--- src/rtl/mbx_pkg.sv ---
// Package: shared widths, register offsets and field positions for the mailbox.
// Assumes an 8-bit byte-offset address and a 64-bit data bus.
package mbx_pkg;
    localparam int ADDR_W  = 8;
    localparam int DATA_W  = 64;
    localparam int W0_W    = 64;
    localparam int W1_W    = 32;
    localparam int NUM_CH  = 2;
    localparam int NUM_IRQ = 4;

    typedef struct packed {
        logic [W1_W-1:0] w1;
        logic [W0_W-1:0] w0;
    } msg_t;

    localparam logic [ADDR_W-1:0] IRQ_EN_ADDR  = 8'h48;
    localparam logic [ADDR_W-1:0] IRQ_ACK_ADDR = 8'h4C;

    localparam int CTRL_FULL_BIT  = 16;
    localparam int CTRL_EMPTY_BIT = 17;
    localparam int CTRL_OVF_BIT   = 18;

    localparam int ST_OUTCNT_LSB = 52;
    localparam int ST_OUTCNT_W   = 5;
    localparam int ST_INCNT_LSB  = 48;
    localparam int ST_INCNT_W    = 4;
    localparam int ST_OUTPTR_LSB = 44;
    localparam int ST_INPTR_LSB  = 40;
    localparam int ST_PTR_W      = 4;

    // Control register offset of a channel (0 = outbound, 1 = inbound).
    function automatic logic [ADDR_W-1:0] ctrl_addr(input int ch);
        return (ch == 0) ? 8'h50 : 8'h80;
    endfunction

    // Base of the four data registers: send0, send1, recv0, recv1 at 8-byte steps.
    function automatic logic [ADDR_W-1:0] data_base(input int ch);
        return (ch == 0) ? 8'h60 : 8'h90;
    endfunction
endpackage

--- src/rtl/mbx_fifo.sv ---
// Module: mbx_fifo
// Circular queue with read/write pointers and an occupancy counter.
// Assumes: a push into a full queue and a pop from an empty queue are ignored.
module mbx_fifo #(
    parameter  int DEPTH = 16,
    parameter  int WIDTH = 96,
    localparam int PTR_W = $clog2(DEPTH),
    localparam int CNT_W = PTR_W + 1
) (
    input  logic             clk,
    input  logic             rst_n,
    input  logic             push,
    input  logic             pop,
    input  logic [WIDTH-1:0] wr_data,
    output logic [WIDTH-1:0] rd_data,
    output logic             full,
    output logic             empty,
    output logic [CNT_W-1:0] count,
    output logic [PTR_W-1:0] rd_ptr,
    output logic [PTR_W-1:0] wr_ptr
);
    logic [WIDTH-1:0] mem [DEPTH];
    logic do_push, do_pop;

    assign empty   = (count == '0);
    assign full    = (count == CNT_W'(DEPTH));
    assign do_push = push && !full;
    assign do_pop  = pop && !empty;
    assign rd_data = mem[rd_ptr];

    // Step a pointer with wrap at DEPTH.
    function automatic logic [PTR_W-1:0] next_ptr(input logic [PTR_W-1:0] p);
        return (p == PTR_W'(DEPTH - 1)) ? '0 : p + 1'b1;
    endfunction

    // Storage write on accepted push.
    always_ff @(posedge clk) begin
        if (do_push) mem[wr_ptr] <= wr_data;
    end

    // Pointer and occupancy update.
    always_ff @(posedge clk) begin
        if (!rst_n) begin
            rd_ptr <= '0;
            wr_ptr <= '0;
            count  <= '0;
        end else begin
            if (do_push) wr_ptr <= next_ptr(wr_ptr);
            if (do_pop)  rd_ptr <= next_ptr(rd_ptr);
            case ({do_push, do_pop})
                2'b10:   count <= count + 1'b1;
                2'b01:   count <= count - 1'b1;
                default: count <= count;
            endcase
        end
    end

    assert_count_range_R3: assert property (@(posedge clk) disable iff (!rst_n)
        count <= CNT_W'(DEPTH));
    assert_full_drop_R4: assert property (@(posedge clk) disable iff (!rst_n)
        (push && full && !pop) |=> $stable(count));
    assert_empty_pop_R5: assert property (@(posedge clk) disable iff (!rst_n)
        (pop && empty && !push) |=> (count == '0));
endmodule

--- src/rtl/mbx_channel.sv ---
// Module: mbx_channel
// One direction of the mailbox: word-0 staging register, queue and sticky
// overflow flag. Assumes at most one of stage/commit/pop per cycle from the bus.
module mbx_channel
    import mbx_pkg::*;
#(
    parameter  int DEPTH = 16,
    localparam int PTR_W = $clog2(DEPTH),
    localparam int CNT_W = PTR_W + 1
) (
    input  logic              clk,
    input  logic              rst_n,
    input  logic              stage_we,
    input  logic              commit_we,
    input  logic              pop_re,
    input  logic              ovf_clr,
    input  logic [DATA_W-1:0] wdata,
    output msg_t              head,
    output logic              full,
    output logic              empty,
    output logic              ovf,
    output logic [CNT_W-1:0]  count,
    output logic [PTR_W-1:0]  rd_ptr,
    output logic [PTR_W-1:0]  wr_ptr
);
    logic [W0_W-1:0] w0_stage;
    msg_t            push_msg;
    logic [$bits(msg_t)-1:0] head_raw;

    assign push_msg = '{w1: wdata[W1_W-1:0], w0: w0_stage};
    assign head     = empty ? '0 : msg_t'(head_raw);

    // Hold the first word until the second word commits the message.
    always_ff @(posedge clk) begin
        if (!rst_n)        w0_stage <= '0;
        else if (stage_we) w0_stage <= wdata[W0_W-1:0];
    end

    // Sticky overflow: set by a commit into a full queue, cleared by software.
    always_ff @(posedge clk) begin
        if (!rst_n)                  ovf <= 1'b0;
        else if (commit_we && full)  ovf <= 1'b1;
        else if (ovf_clr)            ovf <= 1'b0;
    end

    mbx_fifo #(.DEPTH(DEPTH), .WIDTH($bits(msg_t))) u_fifo (
        .clk     (clk),
        .rst_n   (rst_n),
        .push    (commit_we),
        .pop     (pop_re),
        .wr_data (push_msg),
        .rd_data (head_raw),
        .full    (full),
        .empty   (empty),
        .count   (count),
        .rd_ptr  (rd_ptr),
        .wr_ptr  (wr_ptr)
    );

    assert_ovf_set_R4: assert property (@(posedge clk) disable iff (!rst_n)
        (commit_we && full) |=> ovf);
    assert_stage_only_R2: assert property (@(posedge clk) disable iff (!rst_n)
        (stage_we && !commit_we && !pop_re) |=> $stable(count));
endmodule

--- src/rtl/mbx_irq.sv ---
// Module: mbx_irq
// Sticky level interrupt latches with enable gating. A latch sets when its
// condition is seen and clears on a 1 in its acknowledge bit unless the
// condition is still true in that cycle.
module mbx_irq #(
    parameter int N = 4
) (
    input  logic         clk,
    input  logic         rst_n,
    input  logic [N-1:0] cond,
    input  logic [N-1:0] ack,
    input  logic         en_we,
    input  logic [N-1:0] en_wdata,
    output logic [N-1:0] lat_q,
    output logic [N-1:0] en_q,
    output logic [N-1:0] irq
);
    // Enable register written from the bus.
    always_ff @(posedge clk) begin
        if (!rst_n)     en_q <= '0;
        else if (en_we) en_q <= en_wdata;
    end

    for (genvar i = 0; i < N; i++) begin : g_src
        // Latch: hold unless acknowledged, always re-capture a live condition.
        always_ff @(posedge clk) begin
            if (!rst_n) lat_q[i] <= 1'b0;
            else        lat_q[i] <= (lat_q[i] && !ack[i]) || cond[i];
        end

        assign irq[i] = lat_q[i] && en_q[i];

        assert_sticky_R9: assert property (@(posedge clk) disable iff (!rst_n)
            (lat_q[i] && !ack[i]) |=> lat_q[i]);
        assert_reassert_R10: assert property (@(posedge clk) disable iff (!rst_n)
            (ack[i] && cond[i]) |=> lat_q[i]);
    end
endmodule

--- src/rtl/ipc_mailbox.sv ---
// Module: ipc_mailbox (top)
// Two-direction message mailbox behind one register bus. Decodes the register
// map, instantiates one channel per direction and the interrupt latches.
// Assumes FIFO_DEPTH = 16 so that pointers and counts fit the status fields.
module ipc_mailbox
    import mbx_pkg::*;
#(
    parameter  int FIFO_DEPTH = 16,
    localparam int PTR_W = $clog2(FIFO_DEPTH),
    localparam int CNT_W = PTR_W + 1
) (
    input  logic              clk,
    input  logic              rst_n,
    input  logic              bus_en,
    input  logic              bus_wr,
    input  logic [ADDR_W-1:0] bus_addr,
    input  logic [DATA_W-1:0] bus_wdata,
    output logic [DATA_W-1:0] bus_rdata,
    output logic              irq_ap_tx_empty,
    output logic              irq_io_rx_ready,
    output logic              irq_io_tx_empty,
    output logic              irq_ap_rx_ready
);
    logic rd_acc, wr_acc;
    logic [NUM_CH-1:0] ch_full, ch_empty, ch_ovf;
    logic [DATA_W-1:0] ch_rdata [NUM_CH];
    logic [NUM_IRQ-1:0] cond, ack, lat, en, irq;

    assign rd_acc = bus_en && !bus_wr;
    assign wr_acc = bus_en && bus_wr;

    for (genvar c = 0; c < NUM_CH; c++) begin : g_ch
        localparam logic [ADDR_W-1:0] A_CTRL  = ctrl_addr(c);
        localparam logic [ADDR_W-1:0] A_SEND0 = data_base(c);
        localparam logic [ADDR_W-1:0] A_SEND1 = data_base(c) + 8'd8;
        localparam logic [ADDR_W-1:0] A_RECV0 = data_base(c) + 8'd16;
        localparam logic [ADDR_W-1:0] A_RECV1 = data_base(c) + 8'd24;

        msg_t             head;
        logic [CNT_W-1:0] count;
        logic [PTR_W-1:0] rd_ptr, wr_ptr;

        mbx_channel #(.DEPTH(FIFO_DEPTH)) u_chan (
            .clk       (clk),
            .rst_n     (rst_n),
            .stage_we  (wr_acc && bus_addr == A_SEND0),
            .commit_we (wr_acc && bus_addr == A_SEND1),
            .pop_re    (rd_acc && bus_addr == A_RECV1),
            .ovf_clr   (wr_acc && bus_addr == A_CTRL && bus_wdata[CTRL_OVF_BIT]),
            .wdata     (bus_wdata),
            .head      (head),
            .full      (ch_full[c]),
            .empty     (ch_empty[c]),
            .ovf       (ch_ovf[c]),
            .count     (count),
            .rd_ptr    (rd_ptr),
            .wr_ptr    (wr_ptr)
        );

        // Read mux for this channel's registers; zero when not addressed.
        always_comb begin
            ch_rdata[c] = '0;
            if (rd_acc) begin
                if (bus_addr == A_CTRL) begin
                    ch_rdata[c][CTRL_FULL_BIT]  = ch_full[c];
                    ch_rdata[c][CTRL_EMPTY_BIT] = ch_empty[c];
                    ch_rdata[c][CTRL_OVF_BIT]   = ch_ovf[c];
                end else if (bus_addr == A_RECV0) begin
                    ch_rdata[c] = head.w0;
                end else if (bus_addr == A_RECV1) begin
                    ch_rdata[c][W1_W-1:0] = head.w1;
                    ch_rdata[c][ST_OUTCNT_LSB +: ST_OUTCNT_W] = ST_OUTCNT_W'(count);
                    ch_rdata[c][ST_INCNT_LSB  +: ST_INCNT_W]  = ST_INCNT_W'(count);
                    ch_rdata[c][ST_OUTPTR_LSB +: ST_PTR_W]    = ST_PTR_W'(rd_ptr);
                    ch_rdata[c][ST_INPTR_LSB  +: ST_PTR_W]    = ST_PTR_W'(wr_ptr);
                end
            end
        end
    end

    // Interrupt conditions in acknowledge-register bit order.
    assign cond = {!ch_empty[1], ch_empty[1], !ch_empty[0], ch_empty[0]};
    assign ack  = (wr_acc && bus_addr == IRQ_ACK_ADDR) ? bus_wdata[NUM_IRQ-1:0] : '0;

    mbx_irq #(.N(NUM_IRQ)) u_irq (
        .clk      (clk),
        .rst_n    (rst_n),
        .cond     (cond),
        .ack      (ack),
        .en_we    (wr_acc && bus_addr == IRQ_EN_ADDR),
        .en_wdata (bus_wdata[NUM_IRQ-1:0]),
        .lat_q    (lat),
        .en_q     (en),
        .irq      (irq)
    );

    assign irq_ap_tx_empty = irq[0];
    assign irq_io_rx_ready = irq[1];
    assign irq_io_tx_empty = irq[2];
    assign irq_ap_rx_ready = irq[3];

    // Combine channel read data with the interrupt registers.
    always_comb begin
        bus_rdata = '0;
        if (rd_acc && bus_addr == IRQ_EN_ADDR)  bus_rdata[NUM_IRQ-1:0] = en;
        if (rd_acc && bus_addr == IRQ_ACK_ADDR) bus_rdata[NUM_IRQ-1:0] = lat;
        for (int c = 0; c < NUM_CH; c++) bus_rdata = bus_rdata | ch_rdata[c];
    end

    assert_inbound_latch_R11: assert property (@(posedge clk) disable iff (!rst_n)
        (!ch_empty[1]) |=> lat[3]);
endmodule

--- config.mk ---
export PLATFORM = sky130hd
export DESIGN_NAME = ipc_mailbox
export DESIGN_NICKNAME = d
export VERILOG_FILES = /design/src/rtl/mbx_pkg.sv /design/src/rtl/mbx_fifo.sv /design/src/rtl/mbx_channel.sv /design/src/rtl/mbx_irq.sv /design/src/rtl/ipc_mailbox.sv
export SDC_FILE = /design/constraint.sdc
export NUM_CORES = 2
export LEC_CHECK = 0
export BUFFER_PORTS_ARGS = -buffer_cell sky130_fd_sc_hd__buf_2
export CAP_MARGIN = 0
export CORE_ASPECT_RATIO = 1.75
export CORE_MARGIN = 4
export CORE_UTILIZATION = 55
export CTS_CLUSTER_SIZE = 28
export DETAILED_ROUTE_END_ITERATION = 6
export GPL_TIMING_DRIVEN = 0
export PLACE_DENSITY = 0.81
export SLEW_MARGIN = 20
export SYNTH_ARGS = -nofsm -noshare
export SYNTH_HDL_FRONTEND = slang
export SYNTH_SLANG_ARGS = --single-unit
--- constraint.sdc ---
create_clock -name clk -period 14.86 [get_ports clk]
set_input_delay 2.972 -clock clk [delete_from_list [all_inputs] [get_ports clk]]
set_output_delay 2.972 -clock clk [all_outputs]
set_load 0.1 [all_outputs]
## After elaboration in Yosys (flattened, before gate mapping)

Memory sizes are Yosys's and may differ from the RTL's. A register that Yosys moved wholly into a read port is not among the register bits.
Index checks and enable logic that the tools add are counted.

- Mux-type cells: 43
- Add/subtract/negate cells: 8
- Bitwise operators: 2
- Eq/ne operators: 22
- Reductions and logical operators: 49

Operators by type and width:

| cell | count |
|---|---|
| two-way mux 96 bit | 2 |
| two-way mux 32 bit | 4 |
| two-way mux 64 bit | 2 |
| two-way mux 45 bit | 2 |
| two-way mux 17 bit | 4 |
| OR 4 x 64 -> 64 bit | 1 |
| OR 64 bit | 1 |
| == test 8 x 7 -> 1 bit, second input constant | 7 |
| two-way mux 4 bit | 11 |
| == test 8 bit, second input constant | 5 |
| two-way mux 16 bit | 2 |
| logical AND 1 bit | 30 |
| one-hot mux 5 bit (2 select lines) | 2 |
| adder 4 x 1 -> 4 bit, second input constant | 4 |
| == test 4 bit, second input constant | 4 |
| two-way mux 8 bit | 2 |
| two-way mux 7 bit | 2 |
| adder 5 x 1 -> 5 bit, second input constant | 2 |
| == test 5 bit, second input constant | 2 |
| zero test 5 bit | 2 |
| subtractor 5 x 1 -> 5 bit, second input constant | 2 |
| zero test 1 bit | 9 |
| two-way mux 1 bit | 8 |
| nonzero test 2 bit | 4 |
| other kinds (4) | 10 |

- Bits in writable memories: 3072
- Register bits: 164
- Word-level logic and storage cells: 141
- Memories: 2
- Input port bits: 76

Memories:

| memory | depth | bits a word | rd ports | clocked after Yosys merged registers in | write ports | line | text |
|---|---|---|---|---|---|---|---|
| g_ch[0].u_chan.u_fifo.mem | 16 | 96 | 1 | 1 | 1 | mbx_fifo.sv:22 | `logic [WIDTH-1:0] mem [DEPTH];` |
| g_ch[1].u_chan.u_fifo.mem | 16 | 96 | 1 | 1 | 1 | mbx_fifo.sv:22 |  |

## Logic depth before layout (Yosys ltp)

- Depth in word-level cells: 8
- Gate-level depth with buffers: 15
- Mapped depth without buffers: 13

## Cells and area by module

Synthesis repeated with hierarchy kept, for this count alone.

- Cell total of the unflattened synthesis: 5425
- Area, all modules: 125829.4 um2

By module, submodules not included:

| module | instances | area each (um2) | cells an instance |
|---|---|---|---|
| mbx_fifo | 2 | 58546.2 | 2246 |
| mbx_channel | 2 | 3166.8 | 316 |
| ipc_mailbox | 1 | 2087.0 | 272 |
| mbx_irq | 1 | 316.6 | 29 |

## Worst setup path before layout

No wires, ideal clock.

- Path kind: input to register
- Start point: input port bus_addr[2]
- End point: memory g_ch[1].u_chan.u_fifo.mem[3][0], enable pin
- Buffers on the path: 1
- Stages on the path: 6
- Data arrival time: 10.744 ns
- Setup slack: 3.448 ns
- Cells stage by stage: buf_6 > nor4b_4 > nand3_1 > a21oi_1 > nand2_1 > nor3_1

- Cells in the longest elaborated chain, start to end: 5

Ends and longest elaborated chain:

| element | line | text |
|---|---|---|
| start, declared | ipc_mailbox.sv:16 | `input logic [ADDR_W-1:0] bus_addr,` |
| == test 8 bit | ipc_mailbox.sv:47 | `.commit_we (wr_acc && bus_addr == A_SEND1),` |
| logical AND 1 bit | ipc_mailbox.sv:47 |  |
| logical AND 1 bit | mbx_fifo.sv:27 | `assign do_push = push && !full;` |
| two-way mux 1 bit | mbx_fifo.sv:38 | `if (do_push) mem[wr_ptr] <= wr_data;` |
| two-way mux 1 bit (implied by the code) | mbx_fifo.sv:38 |  |
| end, declared | mbx_fifo.sv:22 |  |

No other way between the ends.

## Worst setup path in the final report

- Start point: input port bus_addr[4]
- End point: output port bus_rdata[0]

- Cells in the longest elaborated chain, start to end: 7
- Elaborated cells on any way between the ends: 22

Ends and longest elaborated chain:

| element | line | text |
|---|---|---|
| == test 8 x 7 -> 1 bit | ipc_mailbox.sv:70 | `end else if (bus_addr == A_RECV1) begin` |
| two-way mux 32 bit | ipc_mailbox.sv:70 |  |
| two-way mux 32 bit | ipc_mailbox.sv:68 | `end else if (bus_addr == A_RECV0) begin` |
| two-way mux 16 bit | ipc_mailbox.sv:64 | `if (bus_addr == A_CTRL) begin` |
| two-way mux 64 bit | ipc_mailbox.sv:63 | `if (rd_acc) begin` |
| OR 4 x 64 -> 64 bit | ipc_mailbox.sv:107 | `for (int c = 0; c < NUM_CH; c++) bus_rdata = bus_rdata \| ch_rdata[c];` |
| OR 64 bit * | ipc_mailbox.sv:107 |  |
| end, declared | ipc_mailbox.sv:18 | `output logic [DATA_W-1:0] bus_rdata,` |

Mark *: on every way between the ends. The rest lies on a longest branch, timed or not.

==> summary.txt <==
Outcome
  • Outcome: complete, but fails checks
  • Violated checks: design-rule violations

STA
  • Tightest Pin Transition: roughly 1300 ps
  • Share of the cycle needed by the critical path after routing: 0.684
  • Fin Clk Skew: approximately 50 ps
  • Final Setup Violations: 0
  • Post-route minimum period: 10160 ps
  • Number of pins exceeding their max-slew limit in the final report: 0
  • Count of endpoints failing hold in the final timing report: 0
  • Relative max-transition margin: 0.150
  • Peak clock frequency supported by timing: about 100 MHz
  • RSZ-0062 raised after global routing: false

Die
  • Area of the die: 232000 um^2
  • Die H: about 630 um
  • Number of top-level design ports: ~140
  • Placeable core area: between 200000 and 250000 um^2
  • Initial Utilization: 0.554
  • Standard-cell row count: between 200 and 250
  • Horizontal die dimension: ~370 um

Synthesis
  • Cell count after synthesis: roughly 5500
  • Fraction of post-synthesis cell area in the top cell type by area: 0.747
  • Share of the yosys chip area belonging to registers: 0.775
  • Mean instance size in the synthesized netlist: 22.3 um^2
  • Number of distinct standard cells referenced by the synthesized netlist: 62
  • Post-synthesis async set-or-reset flop share: 0
  • Main synth FF type: edfxtp_1
  • Net Count, Synth: around 5600
  • Cell area after technology mapping: between 100000 and 150000 um^2
  • Number of flip-flops and latches in the synthesized netlist: ~3200
  • Top cell type by total area after synthesis: edfxtp_1
  • Synth Warn #: 0
  • Number of synthesized flops with an enable pin: 3072
  • Area contributors post-synth: edfxtp_1 (75%), mux4_2 (17%), dfxtp_1 (2.8%)

Worst setup path
  • CP Max Fanout: 10
  • Path depth of the worst reg2reg path: 12
  • Flop2flop setup slack: around 10000 ps
  • Crit start category: input pin
  • Largest delay share family, worst path: buffers and inverters
  • CP Cell Sequence: buf_2 > nand4bb_1 > clkbuf_1 > or3_1 > clkbuf_1 > o22ai_1 > o21ai_0 > o21ai_0 > buf_2
  • CP startpoint: bus_addr[4]
  • Buf+Inv Stages, Crit Path: 4
  • Element type at the critical path end: output pin
  • Longest individual stage delay on the worst path: slightly below 1000 ps
  • Worst endpoint data arrival time: roughly 7000 ps
  • Required time of the critical path: 11890 ps
  • Total stage count of the critical path: 9
  • Startpoint-to-endpoint class of the critical path: in2out
  • Slowest library cell on the worst path: o21ai_0
  • Reg-to-reg endpoint: g_ch[0].u_chan.u_fifo.mem[2][20]
  • Endpoint of the worst setup timing path: bus_rdata[0]
  • Reg-to-reg critical path startpoint: g_ch[0].u_chan.u_fifo.count[1]

Clock network
  • Clock root buffer: clkbuf_16
  • Hold-fix buffer count after cts: 0
  • Clock slew at reported path FFs: ~70 ps
  • TritonCTS clock tree: yes
  • Number of buffers inserted by post-CTS setup repair: 0
  • H-tree levels: 4
  • Num CTS Buffers: about 250
  • Number of resized instances in the post-cts repair step: 0
  • Clock Latency Late Sink: 930 ps
  • Clock Sinks: around 3200
  • Worst-case clock buffer depth: 4

Detailed routing
  • First-iteration detailed-routing DRC count: between 10000 and 15000
  • Routed vias: 68100
  • Per-cell via count in the routed design: 7.30
  • Detailed Route WL: 385000 um
  • Detail Route Antenna Nets: 0
  • DRC violations left: 1
  • First-pass DRT Iterations: 7
  • Routed len/inst: a little over 40 um

Power and ir drop
  • Leakage Power: 46.8 nW
  • Switching power: around 3.4 mW
  • Power per cell area: approximately 120 nW/um^2
  • Clock Power Share: 0.415
  • Gate power share: 0.006
  • Internal power consumption: 13.7 mW
  • Sw frac: 0.196
  • Peak supply drop: 0.0992 mV
  • Sequential cell fraction of total power: 0.578
  • Design Power: 17.1 mW

Final layout
  • Share of post-route cells with drive strength above 1: 0.300
  • Final net count: roughly 6300
  • Most frequent cells in the layout: edfxtp_1 (3072), mux4_2 (906), nand2_1 (351), buf_2 (254), clkbuf_16 (253)
  • Final core area utilization: 0.634
  • Area overhead of the layout relative to synthesis: 14.4%
  • Finished Layout Cells: 9328
  • Leading cell type in the layout, fill and taps excluded: edfxtp_1

Global routing
  • Total grt overflow: 0
  • Vias in the first global route: just under 70000
  • Most crowded layer after global routing: met2
  • Met2 Resource Use GR: 0.542
  • Initial antenna violation count: 44
  • Maximum number of pins on one net before global-route repair: 36
  • Wire length of the first global-routing pass: approximately 540000 um
  • Met1 routing resource usage after global routing: 0.379
  • Global router's overall resource usage: 0.329
  • Global routing usage on met3: 0.0880

Place
  • Placed Cells incl. Taps: approximately 8900
  • Detail Placement HPWL: 237000 um
  • Final weighted congestion in routability-driven placement: roughly 0.93
  • Input/output buffers: 141

Min path
  • Class of the tightest hold or removal check: reg2reg
  • WHS Path Cells: 2

Flow run
  • Max_cap viols: 0
## cell families after synthesis
group	Yosys count	synth area share
flip-flops	3244	0.775
multiplexers	1007	0.173
AND/OR/NAND/NOR	572	0.0201
AO/OA/AOI/OAI	356	0.0175
buffers and inverters	328	0.0116
XOR/XNOR	14	0.000993
adder cells (fa/ha/maj)	14	0.00142
## layer usage
layer / routed length [um] / vias to the layer above
met4: 34600 / 32
met2: 189000 / 7259
met3: 50800 / 1961
met1: 110000 / 34200
met5: 210 / -
li1: - / 24600
## worst min-delay path: cells and delay by family, from the launching register on
family | cells | cell delay [ps]
AO/OA/AOI/OAI | 2 | 140
flip-flops | 1 | 310
## cell type report
| cell class | count | area [um^2] |
|---|---|---|
| Timing Repair Buffer | 430 | 5410 |
| Clock buffer | 322 | 6800 |
| Sequential cell | 3244 | 95700 |
| Antenna cell | 21 | 52.6 |
| Buffer | 307 | 1380 |
| Clock inverter | 133 | 1600 |
| Fill cell | 13200 | 81700 |
| Multi-Input combinational cell | 1963 | 26600 |
| Tap cell | 2887 | 3610 |
| Inverter | 21 | 80.1 |
## sequential cells by signal (all words and copies together), names as in the netlist, named ones only
register,cells
g_ch.u_chan.u_fifo.mem,3072
g_ch.u_chan.w0_stage,128
g_ch.u_chan.u_fifo.count,10
g_ch.u_chan.u_fifo.rd_ptr,8
g_ch.u_chan.u_fifo.wr_ptr,8
u_irq.en_q,4
u_irq.lat_q,4
g_ch.u_chan.ovf,2
## stage by stage
step	area, um^2	hold WS [ps]	TNS (ps)	setup WS [ps]
finish	141000	494	0	4700
global route	141000	524	0	4830
CTS	141000	488	0	4660
detailed placement	133000	476	0	4750
global placement	128000	477	-4508440	-6100
floorplan	123000	454	0	3450
## how the worst min path moves through the flow
| stage | endpoint | startpoint | slack [ps] |
|---|---|---|---|
| 4_1_cts | g_ch[0].u_chan.ovf | g_ch[0].u_chan.ovf | 490 |
| 6_report | g_ch[0].u_chan.ovf | g_ch[0].u_chan.ovf | 490 |
| 3_3_place_gp | g_ch[1].u_chan.ovf | g_ch[1].u_chan.ovf | 480 |
| 3_5_place_dp | g_ch[1].u_chan.ovf | g_ch[1].u_chan.ovf | 480 |
| 2_1_floorplan | g_ch[1].u_chan.ovf | g_ch[1].u_chan.ovf | 450 |
| 5_1_grt | g_ch[0].u_chan.ovf | g_ch[0].u_chan.ovf | 520 |
## cells in the mapped netlist, types with 6 or more instances
cell type,instances
buf_1,48
a22oi_1,59
nand3_1,67
nand2_1,351
nor2_1,76
or3_1,6
o21ai_0,23
buf_2,113
nand2b_1,7
mux4_2,906
ha_1,14
o211ai_1,9
dfxtp_1,172
o22ai_1,38
inv_1,19
nor3_1,14
mux2i_1,99
nor2b_1,18
buf_4,13
edfxtp_1,3072
a21oi_1,178
xor2_1,9
clkbuf_1,131
a211oi_1,18
## power by group through the flow
| stage | combinational, mW | sequential (mW) | clock, mW |
|---|---|---|---|
| 2_1_floorplan | 0.0144 | 10.1 | 0 |
| 4_1_cts | 0.0994 | 9.88 | 7.06 |
| 5_1_grt | 0.109 | 9.88 | 7.48 |
| 3_5_place_dp | 0.0971 | 10.1 | 0 |
| 3_3_place_gp | 0.0909 | 10.1 | 0 |
| 6_report | 0.109 | 9.88 | 7.10 |
Power figures use the tool's default switching activity.
